## config.mk

```make
export PLATFORM = sky130hd
export DESIGN_NAME = mmc_cmd_engine
export DESIGN_NICKNAME = d
export VERILOG_FILES = /design/src/rtl/mmc_cmd_pkg.sv /design/src/rtl/mmc_cmd_status.sv /design/src/rtl/mmc_cmd_resp_cap.sv /design/src/rtl/mmc_cmd_engine.sv
export SDC_FILE = /design/constraint.sdc
export NUM_CORES = 1
export LEC_CHECK = 0
export CELL_PAD_IN_SITES_DETAIL_PLACEMENT = 0
export CELL_PAD_IN_SITES_GLOBAL_PLACEMENT = 1
export CORE_ASPECT_RATIO = 2
export CORE_MARGIN = 2
export CORE_UTILIZATION = 46
export DETAILED_ROUTE_END_ITERATION = 12
export GPL_TIMING_DRIVEN = 0
export PLACE_DENSITY_LB_ADDON = 0.1
export SLEW_MARGIN = 20
export SYNTH_ARGS = -nofsm -noshare
export SYNTH_HDL_FRONTEND = slang
export SYNTH_SLANG_ARGS = --single-unit
export TNS_END_PERCENT = 50
```

## constraint.sdc

```tcl
create_clock -name clk -period 8.1 [get_ports clk]
set_clock_uncertainty 0.05 [all_clocks]
set_input_delay 2.025 -clock clk [delete_from_list [all_inputs] [get_ports clk]]
set_output_delay 2.025 -clock clk [all_outputs]
set_load 0.05 [all_outputs]
```

## src/rtl/mmc_cmd_pkg.sv

```systemverilog
package mmc_cmd_pkg;

  localparam int STAT_W       = 12;
  localparam int ST_CRC_FAIL  = 0;
  localparam int ST_TIMEOUT   = 2;
  localparam int ST_RESP_DONE = 6;
  localparam int ST_SENT      = 7;
  localparam int ST_ACTIVE    = 11;

  localparam logic [STAT_W-1:0] STICKY_BITS =
    STAT_W'((1 << ST_CRC_FAIL) | (1 << ST_TIMEOUT) | (1 << ST_RESP_DONE) | (1 << ST_SENT));

  localparam int CRC_IN_W = 120;

  typedef enum logic [2:0] {
    S_IDLE,
    S_TX,
    S_WAIT,
    S_RX,
    S_CHK
  } cmd_state_e;

  // CRC7 with generator x^7+x^3+1 over the top nbits of bits, MSB first.
  function automatic logic [6:0] crc7_msb(input logic [CRC_IN_W-1:0] bits, input int nbits);
    logic [6:0] r;
    logic       fb;
    r = '0;
    for (int i = 0; i < CRC_IN_W; i++) begin
      if (i < nbits) begin
        fb = bits[CRC_IN_W-1-i] ^ r[6];
        r  = {r[5:0], 1'b0} ^ (fb ? 7'h09 : 7'h00);
      end
    end
    return r;
  endfunction

endpackage

```

## src/rtl/mmc_cmd_status.sv

```systemverilog
module mmc_cmd_status
  import mmc_cmd_pkg::*;
#(
  parameter int              W       = STAT_W,
  parameter logic [W-1:0]    STICKY  = STICKY_BITS,
  parameter int              ACT_BIT = ST_ACTIVE
) (
  input  logic         clk,
  input  logic         rst,
  input  logic [W-1:0] set_pulse,
  input  logic         clr_we,
  input  logic [W-1:0] clr_mask,
  input  logic         active,
  output logic [W-1:0] status
);

  logic unused_bits;
  assign unused_bits = ^{set_pulse & ~STICKY, clr_mask & ~STICKY};

  for (genvar b = 0; b < W; b++) begin : g_bit
    if (STICKY[b]) begin : g_sticky
      logic flag_q;
      always_ff @(posedge clk) begin
        if (rst)                       flag_q <= 1'b0;
        else if (set_pulse[b])         flag_q <= 1'b1;
        else if (clr_we && clr_mask[b]) flag_q <= 1'b0;
      end
      assign status[b] = flag_q;


      w1c_clear_chk: assert property (@(posedge clk) disable iff (rst)
        (clr_we && clr_mask[b] && !set_pulse[b]) |=> !status[b]);

      set_wins_chk: assert property (@(posedge clk) disable iff (rst)
        set_pulse[b] |=> status[b]);
    end else if (b == ACT_BIT) begin : g_active
      assign status[b] = active;
    end else begin : g_zero
      assign status[b] = 1'b0;
    end
  end

endmodule

```

## src/rtl/mmc_cmd_resp_cap.sv

```systemverilog
module mmc_cmd_resp_cap #(
  parameter int WORD_W    = 32,
  parameter int WORDS     = 4,
  parameter int SHORT_LSB = 8
) (
  input  logic                      clk,
  input  logic                      rst,
  input  logic                      load,
  input  logic                      long_sel,
  input  logic [WORDS*WORD_W-1:1]   frame,
  output logic [WORDS*WORD_W-1:0]   words
);

  localparam int TOP = WORDS * WORD_W;

  for (genvar k = 0; k < WORDS; k++) begin : g_word
    logic [WORD_W-1:0] long_val;
    logic [WORD_W-1:0] short_val;
    logic [WORD_W-1:0] word_q;

    if (k == WORDS - 1) begin : g_last
      assign long_val = {frame[WORD_W-1:1], 1'b0};
    end else begin : g_mid
      assign long_val = frame[TOP-1-k*WORD_W -: WORD_W];
    end

    if (k == 0) begin : g_first
      assign short_val = frame[SHORT_LSB+WORD_W-1:SHORT_LSB];
    end else begin : g_blank
      assign short_val = '0;
    end

    always_ff @(posedge clk) begin
      if (rst)       word_q <= '0;
      else if (load) word_q <= long_sel ? long_val : short_val;
    end

    assign words[k*WORD_W +: WORD_W] = word_q;
  end

endmodule

```

## src/rtl/mmc_cmd_engine.sv

```systemverilog
module mmc_cmd_engine
  import mmc_cmd_pkg::*;
#(
  parameter int ARG_W          = 32,
  parameter int IDX_W          = 6,
  parameter int TIMEOUT_CYCLES = 64,
  parameter int RESP_WORDS     = 4
) (
  input  logic                        clk,
  input  logic                        rst,
  input  logic                        arg_we,
  input  logic [ARG_W-1:0]            arg_wdata,
  input  logic                        cmd_we,
  input  logic [IDX_W-1:0]            cmd_index,
  input  logic                        cmd_wait_resp,
  input  logic                        cmd_long_resp,
  input  logic                        cmd_enable,
  input  logic                        clr_we,
  input  logic [STAT_W-1:0]           clr_wdata,
  input  logic                        cmd_in,
  output logic                        cmd_out,
  output logic                        cmd_oe,
  output logic [RESP_WORDS*32-1:0]    resp_words,
  output logic [STAT_W-1:0]           status
);

  localparam int HDR_W     = 2 + IDX_W + ARG_W;
  localparam int TX_BITS   = HDR_W + 8;
  localparam int LONG_BITS = 136;
  localparam int KEEP_BITS = RESP_WORDS * 32;
  localparam int TX_CNT_W  = $clog2(TX_BITS + 1);
  localparam int RX_CNT_W  = $clog2(LONG_BITS + 1);
  localparam int TMR_W     = $clog2(TIMEOUT_CYCLES + 1);
  localparam logic [STAT_W-1:0] DONE_MASK = STICKY_BITS;

  cmd_state_e            state;
  logic [TX_BITS-1:0]    tx_sh;
  logic [TX_CNT_W-1:0]   tx_cnt;
  logic                  oe_q;
  logic                  wait_q;
  logic                  long_q;
  logic                  active_q;
  logic [ARG_W-1:0]      arg_q;
  logic [TMR_W-1:0]      tmr;
  logic [RX_CNT_W-1:0]   rx_cnt;
  logic [KEEP_BITS-1:0]  rx_sh;

  // Outgoing frame built from the index on the bus and the stored argument
  logic [HDR_W-1:0]   tx_hdr;
  logic [6:0]         tx_crc;
  logic [TX_BITS-1:0] tx_frame;
  assign tx_hdr   = {2'b01, cmd_index, arg_q};
  assign tx_crc   = crc7_msb({tx_hdr, {(CRC_IN_W-HDR_W){1'b0}}}, HDR_W);
  assign tx_frame = {tx_hdr, tx_crc, 1'b1};

  logic tx_last;
  logic wait_expire;
  logic rx_last;
  assign tx_last     = (state == S_TX) && (tx_cnt == TX_CNT_W'(TX_BITS - 1));
  assign wait_expire = (state == S_WAIT) && cmd_in && (tmr == TMR_W'(TIMEOUT_CYCLES - 1));
  assign rx_last     = rx_cnt == (long_q ? RX_CNT_W'(LONG_BITS - 1) : RX_CNT_W'(TX_BITS - 1));

  // Reply check, evaluated in the cycle after the last bit arrives
  logic [6:0] rx_crc_calc;
  logic       rx_good;
  always_comb begin
    if (long_q) rx_crc_calc = crc7_msb(rx_sh[KEEP_BITS-1:8], CRC_IN_W);
    else        rx_crc_calc = crc7_msb({rx_sh[TX_BITS-1:8], {(CRC_IN_W-HDR_W){1'b0}}}, HDR_W);
    rx_good = (rx_crc_calc == rx_sh[7:1]) && rx_sh[0];
  end

  always_ff @(posedge clk) begin
    if (rst) begin
      state    <= S_IDLE;
      tx_sh    <= '1;
      tx_cnt   <= '0;
      oe_q     <= 1'b0;
      wait_q   <= 1'b0;
      long_q   <= 1'b0;
      active_q <= 1'b0;
      arg_q    <= '0;
      tmr      <= '0;
      rx_cnt   <= '0;
      rx_sh    <= '0;
    end else begin
      if (arg_we) arg_q <= arg_wdata;
      case (state)
        S_IDLE: begin
          if (cmd_we && cmd_enable) begin
            wait_q   <= cmd_wait_resp;
            long_q   <= cmd_wait_resp && cmd_long_resp;
            tx_sh    <= tx_frame;
            tx_cnt   <= '0;
            oe_q     <= 1'b1;
            active_q <= 1'b1;
            state    <= S_TX;
          end
        end
        S_TX: begin
          tx_sh <= {tx_sh[TX_BITS-2:0], 1'b1};
          if (tx_last) begin
            oe_q <= 1'b0;
            if (wait_q) begin
              tmr   <= '0;
              state <= S_WAIT;
            end else begin
              active_q <= 1'b0;
              state    <= S_IDLE;
            end
          end else begin
            tx_cnt <= tx_cnt + 1'b1;
          end
        end
        S_WAIT: begin
          if (!cmd_in) begin
            rx_sh  <= {rx_sh[KEEP_BITS-2:0], cmd_in};
            rx_cnt <= RX_CNT_W'(1);
            state  <= S_RX;
          end else if (wait_expire) begin
            active_q <= 1'b0;
            state    <= S_IDLE;
          end else begin
            tmr <= tmr + 1'b1;
          end
        end
        S_RX: begin
          rx_sh <= {rx_sh[KEEP_BITS-2:0], cmd_in};
          if (rx_last) state <= S_CHK;
          else         rx_cnt <= rx_cnt + 1'b1;
        end
        S_CHK: begin
          active_q <= 1'b0;
          state    <= S_IDLE;
        end
        default: state <= S_IDLE;
      endcase
    end
  end

  logic [STAT_W-1:0] set_v;
  always_comb begin
    set_v               = '0;
    set_v[ST_SENT]      = tx_last && !wait_q;
    set_v[ST_TIMEOUT]   = wait_expire;
    set_v[ST_RESP_DONE] = (state == S_CHK) && rx_good;
    set_v[ST_CRC_FAIL]  = (state == S_CHK) && !rx_good;
  end

  mmc_cmd_status #(
    .W       (STAT_W),
    .STICKY  (STICKY_BITS),
    .ACT_BIT (ST_ACTIVE)
  ) u_status (
    .clk       (clk),
    .rst       (rst),
    .set_pulse (set_v),
    .clr_we    (clr_we),
    .clr_mask  (clr_wdata),
    .active    (active_q),
    .status    (status)
  );

  mmc_cmd_resp_cap #(
    .WORD_W    (32),
    .WORDS     (RESP_WORDS),
    .SHORT_LSB (8)
  ) u_resp (
    .clk      (clk),
    .rst      (rst),
    .load     (state == S_CHK),
    .long_sel (long_q),
    .frame    (rx_sh[KEEP_BITS-1:1]),
    .words    (resp_words)
  );

  assign cmd_out = tx_sh[TX_BITS-1];
  assign cmd_oe  = oe_q;


  idle_high_chk: assert property (@(posedge clk) disable iff (rst)
    !cmd_oe |-> cmd_out);

  no_restart_chk: assert property (@(posedge clk) disable iff (rst)
    ((state != S_IDLE) && cmd_we && cmd_enable) |=> !((state == S_TX) && (tx_cnt == '0)));

  sent_path_chk: assert property (@(posedge clk) disable iff (rst)
    $rose(status[ST_SENT]) |-> !wait_q);

  resp_path_chk: assert property (@(posedge clk) disable iff (rst)
    $rose(status[ST_RESP_DONE]) |-> wait_q);

  timer_bound_chk: assert property (@(posedge clk) disable iff (rst)
    (state == S_WAIT) |-> (tmr < TMR_W'(TIMEOUT_CYCLES)));

  active_end_chk: assert property (@(posedge clk) disable iff (rst)
    $fell(status[ST_ACTIVE]) |-> ((status & DONE_MASK) != '0));

endmodule

```

==> results of run 1 <==
synthesized netlist by cell type, drive strengths merged, types with 2 or more instances:
| library cell | n |
|---|---|
| a31oi | 3 |
| nand3b | 3 |
| o21ai | 9 |
| o211a | 2 |
| nand2b | 5 |
| xnor2 | 207 |
| mux2i | 65 |
| inv | 5 |
| and2 | 3 |
| nor2 | 105 |
| clkbuf | 127 |
| nor3 | 12 |
| buf | 37 |
| o221ai | 2 |
| o211ai | 3 |
| xor3 | 9 |
| a21oi | 237 |
| xnor3 | 58 |
| or3 | 4 |
| dfxtp | 366 |
| nand4 | 2 |
| nand2 | 456 |
| a221oi | 44 |
| nand3 | 107 |
| ha | 3 |
| a211oi | 37 |
| nor2b | 2 |
| xor2 | 73 |
state kept, by name, summed over array words and instances (netlist names):
name,count
u_status.g_bit.g_sticky.flag_q,4
wait_q,1
long_q,1
arg_q,32
rx_sh,128
tmr,7
rx_cnt,8
u_resp.g_word.word_q,127
tx_cnt,6
active_q,1
state,3
cmd_oe,1
tx_sh,47
worst register-to-register path: cells and delay by family, from the launching register on:
kind,cells,cell delay [ns]
flip-flops,1,0.39
XOR/XNOR,8,3.84
AO/OA/AOI/OAI,3,0.65
AND/OR/NAND/NOR,2,0.50
cell usage in the layout (no fill, tap or decap), drive strengths merged, types with 7 or more instances in the layout:
| cell | Yosys | final |
|---|---|---|
| a211oi | 37 | 37 |
| a21oi | 237 | 237 |
| a221oi | 44 | 44 |
| buf | 37 | 37 |
| clkbuf | 127 | 179 |
| clkdlybuf4s50 | 0 | 182 |
| conb | 1 | 8 |
| dfxtp | 366 | 366 |
| inv | 5 | 7 |
| mux2i | 65 | 65 |
| nand2 | 456 | 456 |
| nand3 | 107 | 107 |
| nor2 | 105 | 105 |
| nor3 | 12 | 12 |
| o21ai | 9 | 9 |
| xnor2 | 207 | 207 |
| xnor3 | 58 | 58 |
| xor2 | 73 | 73 |
| xor3 | 9 | 9 |
per-stage QoR:
step / cells / util [%] / cell area (µm²) / hold WS [ns]
2_1_floorplan: 2007 / - / 17700 / 0.360
4_1_cts: 2712 / 55.6 / 21100 / 0.387
3_3_place_gp: 2652 / 52.9 / 20100 / 0.372
6_report: 2712 / 55.6 / 21100 / 0.389
3_5_place_dp: 2652 / 52.9 / 20100 / 0.375
5_1_grt: 2712 / 55.6 / 21100 / 0.410
cells by family after synthesis:
| group | after synthesis | synth area share, % |
|---|---|---|
| buffers and inverters | 169 | 3.89 |
| flip-flops | 366 | 41.5 |
| AO/OA/AOI/OAI | 346 | 11.6 |
| XOR/XNOR | 347 | 22.8 |
| multiplexers | 65 | 3.69 |
| AND/OR/NAND/NOR | 703 | 16.2 |
| other | 1 | 0.0213 |
| adder cells (fa/ha/maj) | 3 | 0.213 |
path summary, 6_finish.rpt:
kind                                 from                                        endpoint  slack, ns  cells after the start
setup / recovery  rx_sh[122]$_SDFFE_PP0P_  u_status.g_bit[0].g_sticky.flag_q$_SDFFE_PP0P_       2.53                     13
hold / removal        tmr[6]$_SDFFE_PP0P_                             tmr[6]$_SDFFE_PP0P_       0.39                      2
setup reg to reg  rx_sh[122]$_SDFFE_PP0P_  u_status.g_bit[0].g_sticky.flag_q$_SDFFE_PP0P_       2.53                     13
hold reg to reg       tmr[6]$_SDFFE_PP0P_                             tmr[6]$_SDFFE_PP0P_       0.39                      2
per-layer routing:
layer  GRT usage [%]  vias to the layer above  wire, µm
met2            52.7                      402     30000
met1            24.6                     6864     17800
li1                -                     7124         -
met5               0                        -         0
met3            3.75                      147      2150
met4            15.9                        0      3630
power by group:
group / leakage, nW / switching [mW] / internal [mW]
Sequential: 2.97 / 0.0417 / 1.86
Combinational: 4.14 / 0.354 / 0.246
Clock: 0.496 / 0.713 / 0.824
area by class of cell:
class / count / area [µm²]
Tap cell: 463 / 579
Buffer: 164 / 667
Clock inverter: 8 / 61.3
Fill cell: 3627 / 16800
Sequential cell: 366 / 7330
Timing Repair Buffer: 182 / 1820
Multi-Input combinational cell: 1472 / 9650
Clock buffer: 52 / 958
Inverter: 5 / 18.8
==> metrics.txt, run 1 <==
Worst-Skew Late Latency 0.55 ns; Synth area leaders dfxtp_1 42%, xnor2_1 10%, nand2_1 9.7%; top_reg_cell synth dfxtp_1; RSZ-0062 raised after global routing false; Final min period 5.57 ns; Crit path max-delay family XOR/XNOR gates; sequential area share after synthesis 41.5%; maximum vdd ir drop 0.194 mV; Site Rows 101; total CTS buffers 34; Die Ht 281 µm; status finished clean; hold buffers post-CTS 0; worst min path class flop to flop; CTS max path bufs 3; synthesis-stage register bit count 366; buffer and inverter count on the worst path 0; vias in the first global route 14508; cell chain of the critical path xnor2_1, xor3_1, xnor3_4, xor2_1, xor3_2, xnor3_1, xnor3_2, xnor3_1, a211oi_1, o221ai_1, nor4_2, a2bb2oi_1, nor2_1; Setup CP Type flop to flop; Final #Nets 2287; clock root buffer clkbuf_16; crit-path max FO 5; initial antenna violation count 0; Synth warnings 0; GP Congestion 0.921; Clock Sinks 366; Setup Viol. Count Final 0; Pwr Total 4.04 mW; Pre-Repair DR Iteration Count 8; Resized Gates After CTS 0; area delta synth->final 19.6%; ANT cells 0; worst path required time 8.45 ns; # H-tree levels 2; number of max-slew violations in the final report 0; gr ovfl total 0; initial core utilization 46.5%; crit start category flop; Max Clock Freq 180 MHz; clk slew on worst S/H paths 0.07 ns; ANT nets after route 0; CP dominant cell by count xnor3_1; EDFF count, synth 0; Mean Syn Cell Area 8.82 µm²; Final period util 68.7%; WL/cell 19.8 µm; Synth Instances 2000; setup bufs post-CTS 0; drt first-iter violations 634; Slew @ Worst Pin 1.05 ns; vias per inst 5.36; Max Cap Viol 0; count of input and output buffers 182; Post-Syn Area 17600 µm²; min setup slack post-route 2.53 ns; slowest cell on the critical path xnor2_1; crit-path max cell delay 0.62 ns; worst slack at placement 2.58 ns; IO Count 201; share of the synthesized area in the top cell type 41.5%; area leader, netlist dfxtp_1; placeable core region 37900 µm²; CP Capture Type flop; post-synthesis cell type count 49; layout cells sized above 1 3.56%; CTS tree yes; GRT Overall Usage 26.5%; Vias 14537; chip width 142 µm; DP HPWL 42000 µm; Critical Path AT 5.92 ns; die area 40000 µm²; sum of negative setup slack 0 ns; Power Dens Cells 191 nW/µm²; Routed WL 53600 µm; LEAKAGE 7.60 nW; Slew HR 29.8%; Async S/R FF share, synth 0%; Fin. Hold Viols 0; drt drc 0; largest net degree at the start of global routing 16; first-pass GRT wire length 80900 µm
Note: power is estimated with default switching activity, not from simulation.
==> run 2, diff against run 1 <==
--- a/config.mk
+++ b/config.mk
@@ -9,7 +9,7 @@
 export CELL_PAD_IN_SITES_GLOBAL_PLACEMENT = 1
 export CORE_ASPECT_RATIO = 2
 export CORE_MARGIN = 2
-export CORE_UTILIZATION = 46
+export CORE_UTILIZATION = 39
 export DETAILED_ROUTE_END_ITERATION = 12
 export GPL_TIMING_DRIVEN = 0
 export PLACE_DENSITY_LB_ADDON = 0.1
==> constraint.sdc (replaced) <==
create_clock -name clk -period 4.94 [get_ports clk]
set_clock_uncertainty 0.05 [all_clocks]
set_input_delay 1.235 -clock clk [delete_from_list [all_inputs] [get_ports clk]]
set_output_delay 1.235 -clock clk [all_outputs]
set_load 0.05 [all_outputs]
==> run 2 against run 1 <==
  * Core utilization down 6.9 points
  * Hold slack better by 0.0024 ns
  * Highest routed layer unchanged
  * Fmax up 15%
  * Wire length up 6.5%
  * Clock power up 100%
  * Critical path depth up 2
  * Global-route usage down 2.3 points
  * Critical endpoint unchanged
  * Register-to-register slack worse by 2.4 ns
==> metrics.txt, run 2 (same netlist as run 1, synthesis figures left out) <==
drt drc 0 (unchanged); clock root buffer clkbuf_16 (unchanged); Die Ht 305 µm (was 281 µm); LEAKAGE 7.91 nW (was 7.60 nW); # H-tree levels 2 (unchanged); CP startpoint rx_sh[127]$_SDFFE_PP0P_ (was rx_sh[122]$_SDFFE_PP0P_); CP Capture Type flop (unchanged); ANT nets after route 0 (unchanged); net switching power 1.87 mW (was 1.11 mW); Slew @ Worst Pin 1.04 ns (was 1.05 ns); most frequent cells in the layout 456 x nand2_1, 355 x dfxtp_1, 237 x a21oi_1 (was 456 x nand2_1, 366 x dfxtp_1, 237 x a21oi_1); die area 47000 µm² (was 40000 µm²); Slew HR 30.7% (was 29.8%); largest net degree at the start of global routing 15 (was 16); Power Dens Cells 329 nW/µm² (was 191 nW/µm²); Int Pwr 5.32 mW (was 2.93 mW); IO Count 201 (unchanged); Reg power frac 43.3% (was 47.1%); Site Rows 110 (was 101); crit start category flop (unchanged); Largest Register rx_sh (unchanged); Combinational Power Share 13.7% (was 14.9%); placeable core region 44900 µm² (was 37900 µm²); DP HPWL 44900 µm (was 42000 µm); Setup CP Type flop to flop (unchanged); reg-to-reg slack, setup 0.09 ns (was 2.53 ns); drt first-iter violations 517 (was 634); reg2reg path depth 15 (was 13); Largest regs rx_sh: 128 flops, u_resp.g_word.word_q: 127 flops, tx_sh: 47 flops (unchanged); Setup Viol. Count Final 0 (unchanged); Max Cap Viol 0 (unchanged); Final #Nets 2301 (was 2287); commonest non-fill, non-tap cell in the layout nand2_1 (unchanged); Final min period 4.85 ns (was 5.57 ns); worst min path class flop to flop (unchanged); clk slew on worst S/H paths 0.06 ns (was 0.07 ns); switching part of the total power 26.0% (was 27.5%); Final Cell Area 21800 µm² (was 21100 µm²); first-pass GRT wire length 86500 µm (was 80900 µm); hold buffers post-CTS 0 (unchanged); reg2reg start rx_sh[127]$_SDFFE_PP0P_ (was rx_sh[122]$_SDFFE_PP0P_); crit-path max FO 4 (was 5); Setup crit end u_status.g_bit[0].g_sticky.flag_q$_SDFFE_PP0P_ (unchanged); area delta synth->final 23.8% (was 19.6%); WHS 0.391 ns (was 0.389 ns); count of input and output buffers 182 (unchanged); gr ovfl total 0 (unchanged); GP Congestion 0.916 (was 0.921); Worst-Skew Late Latency 0.53 ns (was 0.55 ns); Clock Sinks 366 (unchanged); Routed WL 57100 µm (was 53600 µm); CTS max path bufs 3 (unchanged); Fin. Hold Viols 0 (unchanged); total CTS buffers 37 (was 34); Max Clock Freq 206 MHz (was 180 MHz); vias in the first global route 14734 (was 14508); placed cell area 20200 µm² (was 20100 µm²); Critical Path AT 5.19 ns (was 5.92 ns); sum of negative setup slack 0 ns (unchanged); maximum vdd ir drop 0.350 mV (was 0.194 mV); Vias 14538 (was 14537); Largest register FFs 128 (unchanged); Pre-Repair DR Iteration Count 8 (unchanged); initial antenna violation count 0 (unchanged); ANT cells 0 (unchanged); worst path required time 5.28 ns (was 8.45 ns); initial core utilization 39.3% (was 46.5%); vias per inst 5.14 (was 5.36); status finished clean (unchanged); chip width 154 µm (was 142 µm); GRT Overall Usage 24.1% (was 26.5%); WL/cell 20.2 µm (was 19.8 µm); worst reg2reg endpoint u_status.g_bit[0].g_sticky.flag_q$_SDFFE_PP0P_ (unchanged); Clock Power Share 43.0% (was 38.1%); CTS tree yes (unchanged); Final period util 98.1% (was 68.7%); layout cells sized above 1 6.61% (was 3.56%); Pwr Total 7.19 mW (was 4.04 mW); number of max-slew violations in the final report 0 (unchanged)
==> run 2: changes by cell type in the layout (fill, tap and decap cells not counted), sizes merged <==
| cell | previous run | this run |
|---|---|---|
| buf | 37 | 50 |
| bufinv | 0 | 5 |
| clkbuf | 179 | 181 |
| clkinv | 5 | 6 |
| clkinvlp | 1 | 0 |
| inv | 7 | 6 |
==> run 2: routing by layer <==
metal	wire, µm	vias to the layer above	GRT usage (%)
met5	0	-	0
met4	4450	0	16.9
met3	2340	151	3.60
met2	31300	394	46.7
met1	19000	6832	22.7
li1	-	7161	-
==> run 2: repair_timing <==
action,in CTS,in global routing
pin swaps,12,12
buffers inserted,5,8
resized for setup,25,21
setup endpoints to repair,2,2
==> run 2: area by class of cell <==
| type | instances | area (µm²) |
|---|---|---|
| Multi-Input combinational cell | 1472 | 9860 |
| Tap cell | 560 | 701 |
| Clock inverter | 12 | 189 |
| Inverter | 5 | 18.8 |
| Timing Repair Buffer | 195 | 1920 |
| Sequential cell | 366 | 7340 |
| Clock buffer | 56 | 1150 |
| Buffer | 162 | 662 |
| Fill cell | 4420 | 23000 |
==> run 2: how the worst min path moves through the flow <==
stage                                       from                      to  slack [ns]  cells after the start
after floorplan              tmr[6]$_SDFFE_PP0P_     tmr[6]$_SDFFE_PP0P_        0.36                      2
after global placement       tmr[6]$_SDFFE_PP0P_     tmr[6]$_SDFFE_PP0P_        0.37                      2
after detailed placement     tmr[6]$_SDFFE_PP0P_     tmr[6]$_SDFFE_PP0P_        0.38                      2
after CTS                    tmr[6]$_SDFFE_PP0P_     tmr[6]$_SDFFE_PP0P_        0.39                      2
after global routing      tx_sh[22]$_SDFFE_PP1P_  tx_sh[22]$_SDFFE_PP1P_        0.40                      2
final                     tx_sh[22]$_SDFFE_PP1P_  tx_sh[22]$_SDFFE_PP1P_        0.39                      2
==> run 2: power by group through the flow <==
| stage | Sequential, mW | Combinational, mW | Clock (mW) |
|---|---|---|---|
| 2_1_floorplan | 3.17 | 0.723 | 0 |
| 5_1_grt | 3.12 | 1.08 | 3.28 |
| 6_report | 3.12 | 0.985 | 3.09 |
| 4_1_cts | 3.12 | 0.995 | 3.17 |
| 3_5_place_dp | 3.18 | 0.993 | 0 |
| 3_3_place_gp | 3.18 | 0.978 | 0 |
==> run 2: critical path, stage by stage (launching register included) <==
cell	delay, ns
dfxtp_2	0.40
xnor3_2	0.52
xnor2_2	0.23
xnor3_2	0.42
xnor3_2	0.47
xnor3_2	0.44
xnor2_2	0.23
buf_4	0.15
xor3_1	0.31
xnor3_2	0.43
xnor3_1	0.31
a31oi_2	0.11
nor4_2	0.27
buf_4	0.16
a2bb2oi_1	0.15
nor2_1	0.06
==> run 2: through the flow <==
step	std cells	setup slack (ns)	util, %
2_1_floorplan	2007	0.300	-
3_3_place_gp	2749	-0.559	45.0
3_5_place_dp	2749	-0.578	45.0
4_1_cts	2820	0.0164	48.3
5_1_grt	2828	-0.0245	48.7
6_report	2828	0.0917	48.7
